===== config.mk =====
export PLATFORM = sky130hd
export DESIGN_NAME = cmdchan_ctrl
export DESIGN_NICKNAME = d
export VERILOG_FILES = /design/src/rtl/cmdchan_pkg.sv /design/src/rtl/cmdchan_sema.sv /design/src/rtl/cmdchan_pick.sv /design/src/rtl/cmdchan_ctrl.sv
export SDC_FILE = /design/constraint.sdc
export NUM_CORES = 1
export LEC_CHECK = 0
export BUFFER_PORTS_ARGS = -buffer_cell sky130_fd_sc_hd__buf_4
export CAP_MARGIN = 20
export CELL_PAD_IN_SITES_DETAIL_PLACEMENT = 1
export CELL_PAD_IN_SITES_GLOBAL_PLACEMENT = 2
export CORE_UTILIZATION = 40
export CTS_CLUSTER_DIAMETER = 80
export DETAILED_ROUTE_END_ITERATION = 6
export PLACE_DENSITY = 0.88
export SETUP_SLACK_MARGIN = 0.3
export SKIP_LAST_GASP = 1
export SLEW_MARGIN = 30
export SYNTH_ARGS = -nofsm -noshare
export SYNTH_HDL_FRONTEND = slang
export SYNTH_SLANG_ARGS = --single-unit

===== constraint.sdc =====
create_clock -name clk -period 11.2 [get_ports clk]
set_input_delay 0.56 -clock clk [delete_from_list [all_inputs] [get_ports clk]]
set_output_delay 0.56 -clock clk [all_outputs]
set_load 0.02 [all_outputs]

===== src/rtl/cmdchan_pkg.sv =====
package cmdchan_pkg;
    localparam int DESC_WORDS = 8;

    typedef enum logic [2:0] {
        S_IDLE  = 3'd0,
        S_FETCH = 3'd1,
        S_START = 3'd2,
        S_WAIT  = 3'd3,
        S_WB    = 3'd4
    } seq_e;

    // global register offsets (reg_addr[7:0] when reg_addr[11:8] == 0)
    localparam logic [7:0] G_PEND = 8'h10;
    localparam logic [7:0] G_CLR  = 8'h18;
    localparam logic [7:0] G_EN   = 8'h20;

    // per-channel offsets (reg_addr[5:0] when reg_addr[11:8] == 1)
    localparam logic [5:0] C_PTR  = 6'h00;
    localparam logic [5:0] C_SEMA = 6'h10;
    localparam logic [5:0] C_STAT = 6'h20;
    localparam logic [5:0] C_SCLR = 6'h28;

    // descriptor word positions that the sequencer decodes
    localparam int W_LINK = 0;
    localparam int W_CTL0 = 1;
    localparam int W_STAT = 7;
endpackage


===== src/rtl/cmdchan_sema.sv =====
module cmdchan_sema #(
    parameter int CW = 8,
    parameter int DW = 32
) (
    input  logic          clk,
    input  logic          rst_n,
    input  logic          add_en,
    input  logic [DW-1:0] add_val,
    input  logic          dec,
    output logic [CW-1:0] count
);
    localparam logic [DW:0] MAXV = {{(DW+1-CW){1'b0}}, {CW{1'b1}}};

    logic [CW-1:0] cnt_q, cnt_d, base;
    logic [DW:0]   sum;

    always_comb begin
        base  = cnt_q - CW'(dec && (cnt_q != '0));
        sum   = {{(DW+1-CW){1'b0}}, base} + (add_en ? {1'b0, add_val} : '0);
        cnt_d = (sum > MAXV) ? {CW{1'b1}} : sum[CW-1:0];
    end

    always_ff @(posedge clk or negedge rst_n) begin
        if (!rst_n) cnt_q <= '0;
        else        cnt_q <= cnt_d;
    end

    assign count = cnt_q;
endmodule


===== src/rtl/cmdchan_pick.sv =====
module cmdchan_pick #(
    parameter int N  = 4,
    parameter int IW = 2
) (
    input  logic [N-1:0]  req,
    output logic [IW-1:0] idx,
    output logic          any
);
    always_comb begin
        idx = '0;
        any = |req;
        for (int i = N - 1; i >= 0; i--) begin
            if (req[i]) idx = IW'(i);
        end
    end
endmodule


===== src/rtl/cmdchan_ctrl.sv =====
module cmdchan_ctrl
    import cmdchan_pkg::*;
#(
    parameter int NCH = 4,
    parameter int DW  = 32,
    parameter int CW  = 8,
    parameter int EW  = 8
) (
    input  logic          clk,
    input  logic          rst_n,
    input  logic          reg_wr,
    input  logic          reg_rd,
    input  logic [11:0]   reg_addr,
    input  logic [DW-1:0] reg_wdata,
    output logic [DW-1:0] reg_rdata,
    output logic          mem_req,
    output logic          mem_we,
    output logic [DW-1:0] mem_addr,
    output logic [DW-1:0] mem_wdata,
    input  logic          mem_ack,
    input  logic [DW-1:0] mem_rdata,
    output logic          eng_start,
    output logic [DW-1:0] eng_ctrl0,
    output logic [DW-1:0] eng_ctrl1,
    output logic [DW-1:0] eng_src,
    output logic [DW-1:0] eng_dst,
    output logic [DW-1:0] eng_size,
    output logic [DW-1:0] eng_payload,
    input  logic          eng_done,
    input  logic [EW-1:0] eng_err,
    output logic          irq
);
    localparam int CHW   = (NCH > 1) ? $clog2(NCH) : 1;
    localparam int KEEPW = DESC_WORDS - 1;   // status word is not kept
    localparam int IDXW  = $clog2(DESC_WORDS);

    typedef struct packed {
        seq_e                       st;
        logic [CHW-1:0]             ch;
        logic [IDXW-1:0]            idx;
        logic [DW-1:0]              base;
        logic [KEEPW-1:0][DW-1:0]   desc;
        logic [EW-1:0]              err;
        logic [NCH-1:0]             pend;
        logic [NCH-1:0]             park;
        logic [NCH-1:0][EW-1:0]     cerr;
        logic [NCH-1:0][DW-1:0]     cptr;
        logic [7:0]                 en;
        logic [DW-1:0]              rdata;
    } state_t;

    state_t q, d;

    logic                     is_glb, ch_ok;
    logic [CHW-1:0]           acc_ch;
    logic [5:0]               off;
    logic [NCH-1:0]           sema_wr, sema_dec, elig, hw_set;
    logic [NCH-1:0][CW-1:0]   cnt;
    logic [CHW-1:0]           gnt;
    logic                     gnt_any, wb_done;

    assign is_glb  = (reg_addr[11:8] == 4'h0);
    assign ch_ok   = (reg_addr[11:8] == 4'h1) && (32'(reg_addr[7:6]) < NCH);
    assign acc_ch  = reg_addr[6 +: CHW];
    assign off     = reg_addr[5:0];
    assign wb_done = (q.st == S_WB) && mem_ack;

    for (genvar c = 0; c < NCH; c++) begin : g_chan
        assign sema_wr[c]  = reg_wr && ch_ok && (off == C_SEMA) && (acc_ch == CHW'(c));
        assign sema_dec[c] = wb_done && (q.err == '0) && (q.ch == CHW'(c)) && q.desc[W_CTL0][1];
        assign elig[c]     = q.en[c] && (cnt[c] != '0) && !q.park[c];

        cmdchan_sema #(.CW(CW), .DW(DW)) u_sema (
            .clk     (clk),
            .rst_n   (rst_n),
            .add_en  (sema_wr[c]),
            .add_val (reg_wdata),
            .dec     (sema_dec[c]),
            .count   (cnt[c])
        );
    end

    cmdchan_pick #(.N(NCH), .IW(CHW)) u_pick (
        .req (elig),
        .idx (gnt),
        .any (gnt_any)
    );

    always_comb begin
        d      = q;
        hw_set = '0;

        // descriptor sequencer
        case (q.st)
            S_IDLE: if (gnt_any) begin
                d.st   = S_FETCH;
                d.ch   = gnt;
                d.base = q.cptr[gnt];
                d.idx  = '0;
                d.err  = '0;
            end
            S_FETCH: if (mem_ack) begin
                if (q.idx != IDXW'(W_STAT)) d.desc[q.idx] = mem_rdata;
                d.idx = q.idx + 1'b1;
                if (q.idx == IDXW'(W_STAT)) d.st = S_START;
            end
            S_START: d.st = S_WAIT;
            S_WAIT: if (eng_done) begin
                d.err = eng_err;
                d.st  = S_WB;
            end
            S_WB: if (mem_ack) begin
                d.st = S_IDLE;
                if (q.err != '0) begin
                    d.cerr[q.ch] = q.err;
                    d.park[q.ch] = 1'b1;
                    hw_set[q.ch] = 1'b1;
                end else begin
                    hw_set[q.ch] = q.desc[W_CTL0][0];
                    if (q.desc[W_LINK] != '0) d.cptr[q.ch] = q.desc[W_LINK];
                    else                      d.park[q.ch] = 1'b1;
                end
            end
            default: d.st = S_IDLE;
        endcase

        // software writes; a pointer or credit write wakes a halted channel
        if (reg_wr) begin
            if (is_glb) begin
                if (reg_addr[7:0] == G_CLR) d.pend = q.pend & ~reg_wdata[NCH-1:0];
                if (reg_addr[7:0] == G_EN)  d.en   = reg_wdata[7:0];
            end else if (ch_ok) begin
                case (off)
                    C_PTR:  begin d.cptr[acc_ch] = reg_wdata; d.park[acc_ch] = 1'b0; end
                    C_SEMA: d.park[acc_ch] = 1'b0;
                    C_SCLR: d.cerr[acc_ch] = q.cerr[acc_ch] & ~reg_wdata[EW-1:0];
                    default: ;
                endcase
            end
        end
        d.pend = d.pend | hw_set;

        // registered read data
        if (reg_rd) begin
            d.rdata = '0;
            if (is_glb) begin
                if (reg_addr[7:0] == G_PEND) d.rdata = DW'(q.pend);
                if (reg_addr[7:0] == G_EN)   d.rdata = DW'(q.en);
            end else if (ch_ok) begin
                case (off)
                    C_PTR:   d.rdata = q.cptr[acc_ch];
                    C_SEMA:  d.rdata = DW'(cnt[acc_ch]);
                    C_STAT:  d.rdata = DW'(q.cerr[acc_ch]);
                    default: d.rdata = '0;
                endcase
            end
        end
    end

    always_ff @(posedge clk or negedge rst_n) begin
        if (!rst_n) q <= '0;
        else        q <= d;
    end

    assign reg_rdata   = q.rdata;
    assign mem_req     = (q.st == S_FETCH) || (q.st == S_WB);
    assign mem_we      = (q.st == S_WB);
    assign mem_addr    = q.base + ((q.st == S_WB) ? DW'(W_STAT * 4) : DW'({q.idx, 2'b00}));
    assign mem_wdata   = DW'(q.err);
    assign eng_start   = (q.st == S_START);
    assign eng_ctrl0   = q.desc[1];
    assign eng_ctrl1   = q.desc[2];
    assign eng_src     = q.desc[3];
    assign eng_dst     = q.desc[4];
    assign eng_size    = q.desc[5];
    assign eng_payload = q.desc[6];
    assign irq         = |q.pend;
endmodule


== Word-level counts from Yosys, hierarchy flattened ==
Cells that the tools add are included.

* Order comparisons: 11
* Equal/unequal tests: 24
* Reductions and logical operators: 59
* Bitwise operators: 9
* Add/sub/neg operators: 10
* Muxes and demuxes: 76

{| class="wikitable"
|+ Operator list
! operator !! number
|-
| $mux 164 || 4
|-
| $mux 32 || 14
|-
| $mux 128 || 3
|-
| $bwmux 128 || 2
|-
| $bwmux 224 || 1
|-
| $mux 176 || 1
|-
| $add 8x33->33 || 4
|-
| $gt 33x8->1 const B || 4
|-
| $bmux 32 s2 || 2
|-
| $demux 32 s2 || 2
|-
| $demux 32 s3 || 1
|-
| $mux 8 || 12
|-
| $pmux 32 s3 || 1
|-
| $bwmux 32 || 2
|-
| $mux 40 || 1
|-
| $reduce_bool 8->1 || 5
|-
| $mux 4 || 9
|-
| $add 32x5->32 || 1
|-
| $bmux 8 s2 || 2
|-
| $demux 8 s2 || 2
|-
| $reduce_bool 32->1 || 1
|-
| $sub 8x1->8 || 4
|-
| $logic_and 1x1->1 || 31
|-
| $eq 8x5->1 const B || 2
|-
| 43 further kinds || 78
|}

* Register bits after elaboration: 512
* Logic and storage cells: 217
* Output and inout bits: 292

== Depth between registers and ports, before layout ==
Gate-level depths: netlist (run 1).

* Depth after elaboration: 15
* Gate-level depth with buffers: 24

== By module ==
Synthesis (run 1) repeated with hierarchy kept, for this count alone.

* Cell total of the unflattened synthesis: 2,791
* Area, all modules: 30,757.0 um^2

{| class="wikitable"
|+ Modules (own cells, without submodules)
! module !! cells each !! times used !! area each (um^2) !! sequential area each (um^2)
|-
| cmdchan_ctrl || 1,913 || 1 || 24,288.3 || 12,011.5
|-
| cmdchan_sema (g_chan[0].u_sema ...) || 216 || 3 || 1,599.0 || 200.2
|-
| cmdchan_sema (g_chan[3].u_sema) || 223 || 1 || 1,636.6 || 200.2
|-
| cmdchan_pick || 7 || 1 || 35.0 || 0.0
|}

== Worst setup path before layout (run 1) ==
No wires, ideal clock.

* Path kind: input to register
* From: input reg_addr[1]
* To: register g_chan[2].u_sema.cnt_q[6]
* Setup time: 152 ps
* Path slack: 6,339 ps
* Path buffers: 3
* Data arrival time: 4,709 ps
* Stages: 19
* Cells stage by stage: or4_4 -> buf_6 -> or2_1 -> buf_6 -> nor4_4 -> clkbuf_1 -> and2_1 -> ha_1 -> inv_1 -> fa_1 -> nor2b_1 -> o31a_1 -> o21ai_0 -> nor2_1 -> nand3_1 -> xnor2_1 -> or4_4 -> o21ai_4 -> nand4_1

* Cells in the longest elaborated chain, start to end: 7

{| class="wikitable"
|+ Ends and longest elaborated chain
! element !! line !! source
|-
| start: declaration || cmdchan_ctrl.sv:13 || <nowiki>input logic [11:0] reg_addr,</nowiki>
|-
| $eq 6x5->1 (*) || cmdchan_ctrl.sv:69 || <nowiki>assign sema_wr[c] = reg_wr && ch_ok && (off == C_SEMA) && (acc_ch == CHW'(c));</nowiki>
|-
| $logic_and 1x1->1 (*) (2 in a row) || cmdchan_ctrl.sv:69 ||
|-
| $mux 32 (*) || cmdchan_sema.sv:19 || <nowiki>sum = {{(DW+1-CW){1'b0}}, base} + (add_en ? {1'b0, add_val} : '0);</nowiki>
|-
| $add 8x33->33 (*) || cmdchan_sema.sv:19 ||
|-
| $gt 33x8->1 || cmdchan_sema.sv:20 || <nowiki>cnt_d = (sum > MAXV) ? {CW{1'b1}} : sum[CW-1:0];</nowiki>
|-
| $mux 8 (*) || cmdchan_sema.sv:20 ||
|-
| net g_chan[2].u_sema.cnt_d[6] || cmdchan_sema.sv:14 || <nowiki>logic [CW-1:0] cnt_q, cnt_d, base;</nowiki>
|-
| end signal: assignment || cmdchan_sema.sv:25 || <nowiki>else cnt_q <= cnt_d;</nowiki>
|-
| end: declaration || cmdchan_sema.sv:14 ||
|}

The timed path passes the listed nets; every way through them passes the cells marked *.
A chain may end at the register's enable or synchronous reset.

== Worst setup path in the final report (run 1) ==
* From: register q[478] (netlist name)
* To: register g_chan[1].u_sema.cnt_q[3]

* Cells in the longest elaborated chain, start to end: 10

{| class="wikitable"
|+ Ends and longest elaborated chain
! element !! line !! source
|-
| start: declaration || cmdchan_ctrl.sv:52 || <nowiki>state_t q, d;</nowiki>
|-
| start signal: assignment || cmdchan_ctrl.sv:161 || <nowiki>if (!rst_n) q <= '0;</nowiki>
|-
| start signal: assignment || cmdchan_ctrl.sv:162 || <nowiki>else q <= d;</nowiki>
|-
| $eq 3x3->1 (*) || cmdchan_ctrl.sv:66 || <nowiki>assign wb_done = (q.st == S_WB) && mem_ack;</nowiki>
|-
| $logic_and 1x1->1 (*) || cmdchan_ctrl.sv:66 ||
|-
| $logic_and 1x1->1 (*) (3 in a row) || cmdchan_ctrl.sv:70 || <nowiki>assign sema_dec[c] = wb_done && (q.err == '0) && (q.ch == CHW'(c)) && q.desc[W_CTL0][1];</nowiki>
|-
| $logic_and 1x1->1 (*) || cmdchan_sema.sv:18 || <nowiki>base = cnt_q - CW'(dec && (cnt_q != '0));</nowiki>
|-
| $sub 8x1->8 (*) || cmdchan_sema.sv:18 ||
|-
| $add 8x33->33 (*) || cmdchan_sema.sv:19 ||
|-
| $gt 33x8->1 || cmdchan_sema.sv:20 ||
|-
| $mux 8 (*) || cmdchan_sema.sv:20 ||
|-
| net g_chan[1].u_sema.cnt_d[3] || cmdchan_sema.sv:14 ||
|-
| end signal: assignment || cmdchan_sema.sv:25 ||
|-
| end: declaration || cmdchan_sema.sv:14 ||
|}

Marks and branches as above.

==> flow_summary.json, run 1 <==
{
  "worst_pin_slew_ps": 1010,
  "drtAntennaViolNets": 0,
  "synthCells": 3004,
  "fp.dieH_um": 276,
  "p_sw_share_pct": 33.6,
  "post_cts_resized": 0,
  "root_buffer": "clkbuf_16",
  "p_int_uw": 4230,
  "nNetsFinal": 3181,
  "cts_made_buffers": 59,
  "post-route-util_pct": 46.1,
  "setup_violations": 0,
  "gp_congestion": 0.934,
  "syn-cell-area_sq_um": 29900,
  "maxCapViolCount": 0,
  "power_frac_seq_pct": 40.3,
  "grt_overflow": 0,
  "cp-end-kind": "flop",
  "die_w_um": 276,
  "clkPwrFrac_pct": 33.0,
  "grt_max_degree": 181,
  "cts_setup_buffers": 0,
  "ys_warn_count": 0,
  "io_buffers": 357,
  "ys_types": 77,
  "worstPathMaxFanout": 10,
  "synth-async-reset-ratio_pct": 100,
  "rsz0062_at_grt": "no",
  "clock_path_buffers": 3,
  "core_region_area_sq_um": 73500,
  "insertion_delay_ps": 660,
  "skew_ps": 57.8,
  "numClockSinks": 512,
  "synth_seq_cells": 512,
  "synthTopCellsByCount": "512 x dfrtp_1, 361 x nand2_1, 258 x buf_4",
  "setup_tns_ps": 0,
  "fmax_ghz": 0.164,
  "crit_arrival_ps": 6570,
  "fill_cells": 8127,
  "post_dp_cell_area_sq_um": 31700,
  "yosysSeqAreaShare_pct": 42.8,
  "synth.avg_cell_area_sq_um": 9.96,
  "finalHoldViolations": 0,
  "status": "completed",
  "cp.required_ps": 11690,
  "min_path_type": "primary input to flop",
  "synthFlopType": "dfrtp_1",
  "final_area_sq_um": 33900,
  "synth_top_cell_area_share_pct": 42.8,
  "wl_per_cell_um": 25.6,
  "synth-edff-count": 0,
  "syn2layout_area_growth_pct": 13.2,
  "h-tree-depth": 2,
  "layout-drive-gt1-share_pct": 26.5,
  "drv_slew": 0,
  "cts_hold_buf": 1,
  "p_leak_uw": 0.0164,
  "power.density_nw_per_um2": 188,
  "clk_pin_slew_ps": 60,
  "netlist_top_cells_area": "dfrtp_1 43%, mux2_2 8.9%, buf_4 6.5%",
  "fp-row-count": 99,
  "dp_hpwl_mm": 71.7,
  "antenna_found_initial": 2,
  "initial_core_util_pct": 40.7,
  "grt_pass1_wl_mm": 159,
  "routed_wl_mm": 104,
  "yosysTopAreaCell": "dfrtp_1",
  "finalCritPeriodShare_pct": 54.3,
  "drc": 0,
  "die-area_sq_um": 75900,
  "drt_iter0_markers": 1467,
  "vdd_drop_max_uv": 118,
  "worstSetupPathType": "flop to flop",
  "finalWorstPathRequiredPeriod_ps": 6080,
  "cts_tree": "yes",
  "slew_headroom_pct": 32.6,
  "yosysMostFrequentCell": "dfrtp_1",
  "gr-usage-all-layers_pct": 27.3,
  "power_switching_uw": 2140,
  "p_comb_share_pct": 26.7,
  "viasPerCell": 5.84,
  "dr.pass1.iters": 5,
  "ios": 382,
  "num_vias": 23659,
  "cp-start-kind": "flop",
  "grt_pass1_vias": 25143
}
-- worst max-delay path, cell delays in order, from the launching register on --
cell,delay [ps]
dfrtp_1,470
nor2_1,300
nand2_1,180
inv_1,110
nand2_1,150
nor2_1,150
nand2_1,110
nor3_1,390
ha_1,270
nand2_1,90
or3_1,370
nor3_1,250
xor2_1,200
ha_1,320
a21oi_1,190
o21ai_0,170
o21ai_1,540
mux2i_1,260
nand4_1,120
a2111oi_0,440
nand4_1,240
a31oi_2,470
o21ai_1,170
-- state kept, by name, summed over array words and instances, names as in the netlist --
| register | flops |
|---|---|
| reg_rdata | 32 |
| eng_ctrl0 | 32 |
| q | 248 |
| eng_ctrl1 | 32 |
| eng_payload | 32 |
| mem_wdata | 8 |
| eng_src | 32 |
| eng_size | 32 |
| eng_dst | 32 |
| g_chan.u_sema.count | 32 |
-- metal layers --
metal	wire, um	track usage, %	up-vias	share of wire, %
li1	-	-	10397	-
met1	41900	33.9	12349	40
met2	53100	47.6	676	51
met3	4280	3.17	235	4.1
met4	4450	11.7	2	4.3
met5	13	0	-	0.013
-- layout by cell type, fill, tap and decap left out, types with 78 or more instances in the layout --
cell	synthesis	final
dfrtp_1	512	512
nor2_1	128	122
mux2i_1	146	146
inv_1	90	90
a21oi_1	78	78
mux2_2	237	237
o21ai_0	204	204
nand2_1	361	357
buf_4	258	385
and2_1	88	88
-- layout make-up --
cell class	count	area (sq um)	share of cell area (%)
multi-input combinational	1983	14300	42.2
sequential	512	12800	37.8
timing repair buffer	395	3070	9.05
clock buffer	80	1730	5.10
tap	959	1200	3.54
clock inverter	28	410	1.21
inverter	90	338	0.998
antenna	2	5.00	0.0148
-- stage by stage --
step | setup slack, ps | hold WS [ps] | std cells | total power (uW)
global placement | 5330 | 466 | 3934 | 4220
finish | 5120 | 118 | 4049 | 6370
detailed placement | 5180 | 479 | 3936 | 4310
global route | 4700 | 126 | 4048 | 6610
floorplan | 6340 | 264 | 3027 | 3790
CTS | 5130 | 94.0 | 4045 | 6430
-- cells by family after synthesis --
group                    count (synthesis)  share of synthesized area [%]
adder cells (fa/ha/maj)                 50                           2.22
XOR/XNOR                                81                           2.37
AND/OR/NAND/NOR                        853                           13.6
buffers and inverters                  532                           9.99
other                                    1                         0.0125
AO/OA/AOI/OAI                          544                           11.6
multiplexers                           431                           17.4
flip-flops                             512                           42.8
-- final timing paths --
kind | startpoint | endpoint | slack [ps] | cells after the start
worst max-delay path | q[478] | g_chan[1].u_sema.count[3] | 5120 | 22
max in group asynchronous | rst_n | q[201] | 8280 | 6
worst min-delay path | eng_err[3] | mem_wdata[3] | 120 | 3
min in group asynchronous | rst_n | eng_dst[17] | 540 | 2
worst min register to register | q[458] | q[458] | 490 | 1
worst max register to register | q[478] | g_chan[1].u_sema.count[3] | 5120 | 22
-- power by group through the flow --
| stage | Combinational, uW | Clock (uW) | Sequential [uW] |
|---|---|---|---|
| after floorplan | 1370 | 0 | 2420 |
| after global placement | 1660 | 0 | 2550 |
| after detailed placement | 1720 | 0 | 2590 |
| after CTS | 1720 | 2140 | 2560 |
| after global routing | 1790 | 2210 | 2600 |
| final | 1700 | 2100 | 2570 |
(Power assumes the default switching activity.)
==> run 2, diff against run 1 <==
CORE_UTILIZATION = 34   (was 40)
PLACE_DENSITY = 0.8   (was 0.88)
clock period = 5 ns   (was 11.2 ns; I/O delays follow)
==> flow_summary.json, run 2 (synthesis gave the netlist of run 1 again) <==
{
  "status": "completed",
  "regMostFlops": "q",
  "rsz0062_at_grt": "yes",
  "finalPower_uw": 14400,
  "h-tree-depth": 2,
  "num_vias": 23730,
  "ios": 382,
  "worst_pin_slew_ps": 999,
  "worstSetupPathType": "flop to flop",
  "root_buffer": "clkbuf_16",
  "io_buffers": 357,
  "core_region_area_sq_um": 87000,
  "routed_wl_mm": 107,
  "antenna_found_initial": 1,
  "cts_made_buffers": 58,
  "nNetsFinal": 3316,
  "die-area_sq_um": 89200,
  "min_path_type": "primary input to flop",
  "cp.required_ps": 5520,
  "syn2layout_area_growth_pct": 20.2,
  "initial_core_util_pct": 34.4,
  "slew_headroom_pct": 33.2,
  "grt_pass1_wl_mm": 163,
  "grt_max_degree": 111,
  "dp_hpwl_mm": 73.6,
  "cp-start-kind": "flop",
  "setup_violations": 0,
  "worstPathMaxFanout": 8,
  "wl_per_cell_um": 24.3,
  "fill_cells": 9673,
  "maxCapViolCount": 0,
  "cp-end-kind": "flop",
  "clk_pin_slew_ps": 60,
  "fp.dieH_um": 299,
  "cts_tree": "yes",
  "viasPerCell": 5.42,
  "drc": 0,
  "fp-row-count": 108,
  "power.density_nw_per_um2": 399,
  "p_leak_uw": 0.0171,
  "gr-usage-all-layers_pct": 23.6,
  "gp_congestion": 0.891,
  "layout-drive-gt1-share_pct": 30.4,
  "die_w_um": 299,
  "grt_overflow": 0,
  "vdd_drop_max_uv": 302,
  "finalCritPeriodShare_pct": 92.5,
  "finalWorstPathRequiredPeriod_ps": 4620,
  "final_cell_mix": "509 x dfrtp_1, 449 x buf_4, 350 x nand2_1",
  "hold_depth": 3,
  "dr.pass1.iters": 7,
  "drt_iter0_markers": 1406,
  "largest_reg_flops": 248,
  "fmax_ghz": 0.216,
  "skew_ps": 25.5,
  "r2r_cells": 24,
  "hold_slack_ps": 28.0,
  "numClockSinks": 512,
  "final_common_cell": "dfrtp_1",
  "drtAntennaViolNets": 0,
  "insertion_delay_ps": 640,
  "grt_pass1_vias": 24964,
  "drv_slew": 0,
  "clock_path_buffers": 3,
  "finalHoldViolations": 0,
  "crit_arrival_ps": 5140
}
run 2: changes by cell type in the layout (fill, tap and decap cells not counted), moves of 7 or more:
cell and change:
nor4_2 +7, o21ai_0 -8, buf_4 +64, ha_2 +11
nor4_1 -13, nor2_1 -10, o21ai_2 +7, a21oi_1 -7
nand2_1 -7, dlygate4sd3_1 +66, ha_1 -13, nor2_2 +7
run 2: repair_timing:
action | in CTS | in global routing
hold buffers | 67 | 0
gates resized for setup | 33 | 108
setup buffers | 3 | 21
hold endpoints to repair | 415 | 0
pin swaps | 8 | 46
setup endpoints to repair | 32 | 32
run 2: stage by stage:
step	utilization [%]	TNS (ps)	worst slack, ps	instances	cell area, sq um
CTS	40.5	0	297	4358	35200
finish	41.3	0	376	4381	36000
global route	41.3	0	162	4380	36000
floorplan	-	0	354	3027	30000
global placement	37.1	0	30.6	4179	32300
detailed placement	37.1	-2090	-244	4179	32300
run 2: power breakdown:
| part | switching (uW) | internal, uW |
|---|---|---|
| clock network | 1860 | 2810 |
| registers | 765 | 4940 |
| logic | 2200 | 1780 |
| total | 4830 | 9530 |
run 2: final cells by class:
cell class,instances,area (sq um),share of cell area (%)
Inverter,90,338,0.939
Antenna cell,1,2.50,0.00696
Clock buffer,83,1720,4.77
Tap cell,1155,1450,4.02
Timing Repair Buffer,531,4300,12.0
Sequential cell,512,12800,35.6
Clock inverter,26,390,1.09
Multi-Input combinational cell,1983,15000,41.6
run 2: worst paths after layout:
check                                   start                   endpoint  slack [ps]
min in group asynchronous               rst_n                eng_src[20]         170
worst max register to register         q[478]  g_chan[1].u_sema.count[3]         380
worst min-delay path            reg_wdata[25]                      q[65]          30
worst max-delay path                   q[478]  g_chan[1].u_sema.count[3]         380
max in group asynchronous               rst_n                      q[91]        3370
worst min register to register         q[459]                     q[459]         490
run 2: metal layers:
| layer | global-route usage [%] | vias to the layer above | routed length [um] |
|---|---|---|---|
| met5 | 0 | - | 0 |
| met4 | 7.89 | 0 | 3680 |
| met3 | 2.27 | 192 | 3240 |
| met2 | 41.2 | 559 | 54200 |
| met1 | 30.5 | 12307 | 45400 |
| li1 | - | 10672 | - |
run 2: critical path, cell delays in order (launching register included):
cell,delay [ps]
dfrtp_1,390
nor2_2,130
nand2_1,100
inv_2,90
nand2_4,90
nor2_2,140
nand2_2,110
nor3_4,170
ha_2,210
nand2_2,60
or3_4,420
nor3_4,220
xor2_1,100
ha_1,350
nand3_2,110
a211oi_2,240
buf_4,190
o21ai_4,80
buf_6,120
o21bai_4,160
a2111oi_4,350
nand4_1,220
a31oi_4,260
buf_12,150
o21ai_2,50
==> run 3, diff against run 2 <==
CORE_UTILIZATION = 30   (was 34)
PLACE_DENSITY = 0.72   (was 0.8)
==> flow_summary.json, run 3 (synthesis gave the netlist of run 1 again) <==
{
  "status": "completed",
  "root_buffer": "clkbuf_16",
  "io_buffers": 357,
  "setup_slack_ps": 466,
  "clock_path_buffers": 3,
  "cp-start-kind": "flop",
  "power.density_nw_per_um2": 395,
  "slew_headroom_pct": 31.4,
  "slowest_delay_ps": 430,
  "place_ws_ps": -247,
  "skew_ps": 67.3,
  "setup_violations": 0,
  "crit_arrival_ps": 5050,
  "finalHoldViolations": 0,
  "min_to": "q[43]",
  "gp_congestion": 0.899,
  "drtAntennaViolNets": 0,
  "min_from": "reg_wdata[3]",
  "drv_slew": 0,
  "drt_iter0_markers": 1423,
  "ios": 382,
  "cp.buffers_inverters": 4,
  "fp-row-count": 115,
  "r2r_slack_ps": 470,
  "path_cells": "nor4_2 -> nand2b_1 -> nor4_2 -> nor3_4 -> ha_2 -> inv_1 -> ha_2 -> inv_1 -> fa_1 -> nand2b_4 -> a21oi_1 -> buf_4 -> o41a_1 -> nand3_2 -> mux2_4 -> nor3_1 -> o211ai_1 -> o31ai_4 -> buf_12 -> nand2_1",
  "clk_pin_slew_ps": 60,
  "grt_max_degree": 116,
  "die_w_um": 318,
  "rsz0062_at_grt": "yes",
  "dr.pass1.iters": 5,
  "core_region_area_sq_um": 98600,
  "r2r_cells": 20,
  "layout-drive-gt1-share_pct": 29.6,
  "grt_overflow": 0,
  "insertedDiodeCount": 0,
  "syn2layout_area_growth_pct": 20.4,
  "num_vias": 23596,
  "finalWorstPathRequiredPeriod_ps": 4530,
  "cp.required_ps": 5520,
  "final_cell_mix": "512 x dfrtp_1, 453 x buf_4, 352 x nand2_1",
  "grt_pass1_wl_mm": 165,
  "regToRegEndpoint": "g_chan[3].u_sema.count[1]",
  "antenna_found_initial": 2,
  "gr-usage-all-layers_pct": 21.2,
  "drc": 0,
  "min_path_type": "primary input to flop",
  "maxCapViolCount": 0,
  "regMostFlops": "q",
  "r2r-start": "g_chan[3].u_sema.count[3]",
  "finalCritPeriodShare_pct": 90.7,
  "insertion_delay_ps": 690,
  "initial_core_util_pct": 30.4,
  "nNetsFinal": 3330,
  "vdd_drop_max_uv": 375,
  "final_common_cell": "dfrtp_1",
  "p_leak_uw": 0.0171,
  "die-area_sq_um": 101000,
  "cp_top_family": "simple AND/OR/NAND/NOR gates",
  "routed_wl_mm": 109,
  "wl_per_cell_um": 24.0,
  "cp-end-kind": "flop",
  "cts_tree": "yes",
  "hold_depth": 3,
  "h-tree-depth": 2,
  "numClockSinks": 512,
  "fp.dieH_um": 318,
  "worstPathMaxFanout": 8,
  "viasPerCell": 5.22,
  "worstSetupPathType": "flop to flop",
  "worst_path_max_delay_cell": "dfrtp_1",
  "post-route-util_pct": 36.6,
  "finalPower_uw": 14200,
  "grt_pass1_vias": 24531,
  "worst_pin_slew_ps": 1030,
  "dp_hpwl_mm": 76.1,
  "largest_reg_flops": 248,
  "cts_made_buffers": 60,
  "setup_tns_ps": 0,
  "fmax_ghz": 0.221
}
-- run 3: repair_timing --
item,CTS,global route
resized for setup,31,77
pin swaps,6,43
hold buffers,75,0
buffers inserted,4,9
endpoints found under the setup margin,32,32
endpoints found under the hold margin,456,0
-- run 3: how the worst max path moves through the flow --
stage,startpoint,endpoint,slack [ps],cells after the start
2_1_floorplan,q[478],g_chan[1].u_sema.count[2],350,23
3_3_place_gp,mem_wdata[0],g_chan[0].u_sema.count[3],-140,21
3_5_place_dp,mem_wdata[0],g_chan[0].u_sema.count[3],-250,21
4_1_cts,q[478],g_chan[0].u_sema.count[3],290,24
5_1_grt,g_chan[3].u_sema.count[3],g_chan[3].u_sema.count[6],190,20
6_report,g_chan[3].u_sema.count[3],g_chan[3].u_sema.count[1],470,20
-- run 3: cell type report --
type	count	area, sq um
fill	11010	62500
tap	1287	1610
clock inverter	19	263
clock buffer	90	1790
multi-input combinational	1983	14800
sequential	512	12800
inverter	90	340
timing repair buffer	543	4410
-- run 3: power by group --
group	switching [uW]	internal, uW	total [uW]
Sequential	761	4940	5700
Combinational	2200	1780	3970
Clock	1900	2640	4540
-- run 3: through the flow --
step	cell area [sq um]	cells	hold slack, ps
2_1_floorplan	30000	3027	-45.6
3_3_place_gp	32600	4326	412
3_5_place_dp	32600	4326	413
4_1_cts	35600	4514	1.77
5_1_grt	36000	4524	18.8
6_report	36000	4524	32.8
-- run 3: routing by layer --
| metal | track usage [%] | part of all wire (%) |
|---|---|---|
| met3 | 2.77 | 3.6 |
| met5 | 0 | 0 |
| met2 | 37.0 | 51 |
| met4 | 6.12 | 2.8 |
| met1 | 27.2 | 43 |
-- run 3: worst min-delay path: cells and delay by family --
kind,cells,cell delay [ps]
AO/OA/AOI/OAI,1,70
buffers and inverters,1,200
AND/OR/NAND/NOR,1,80
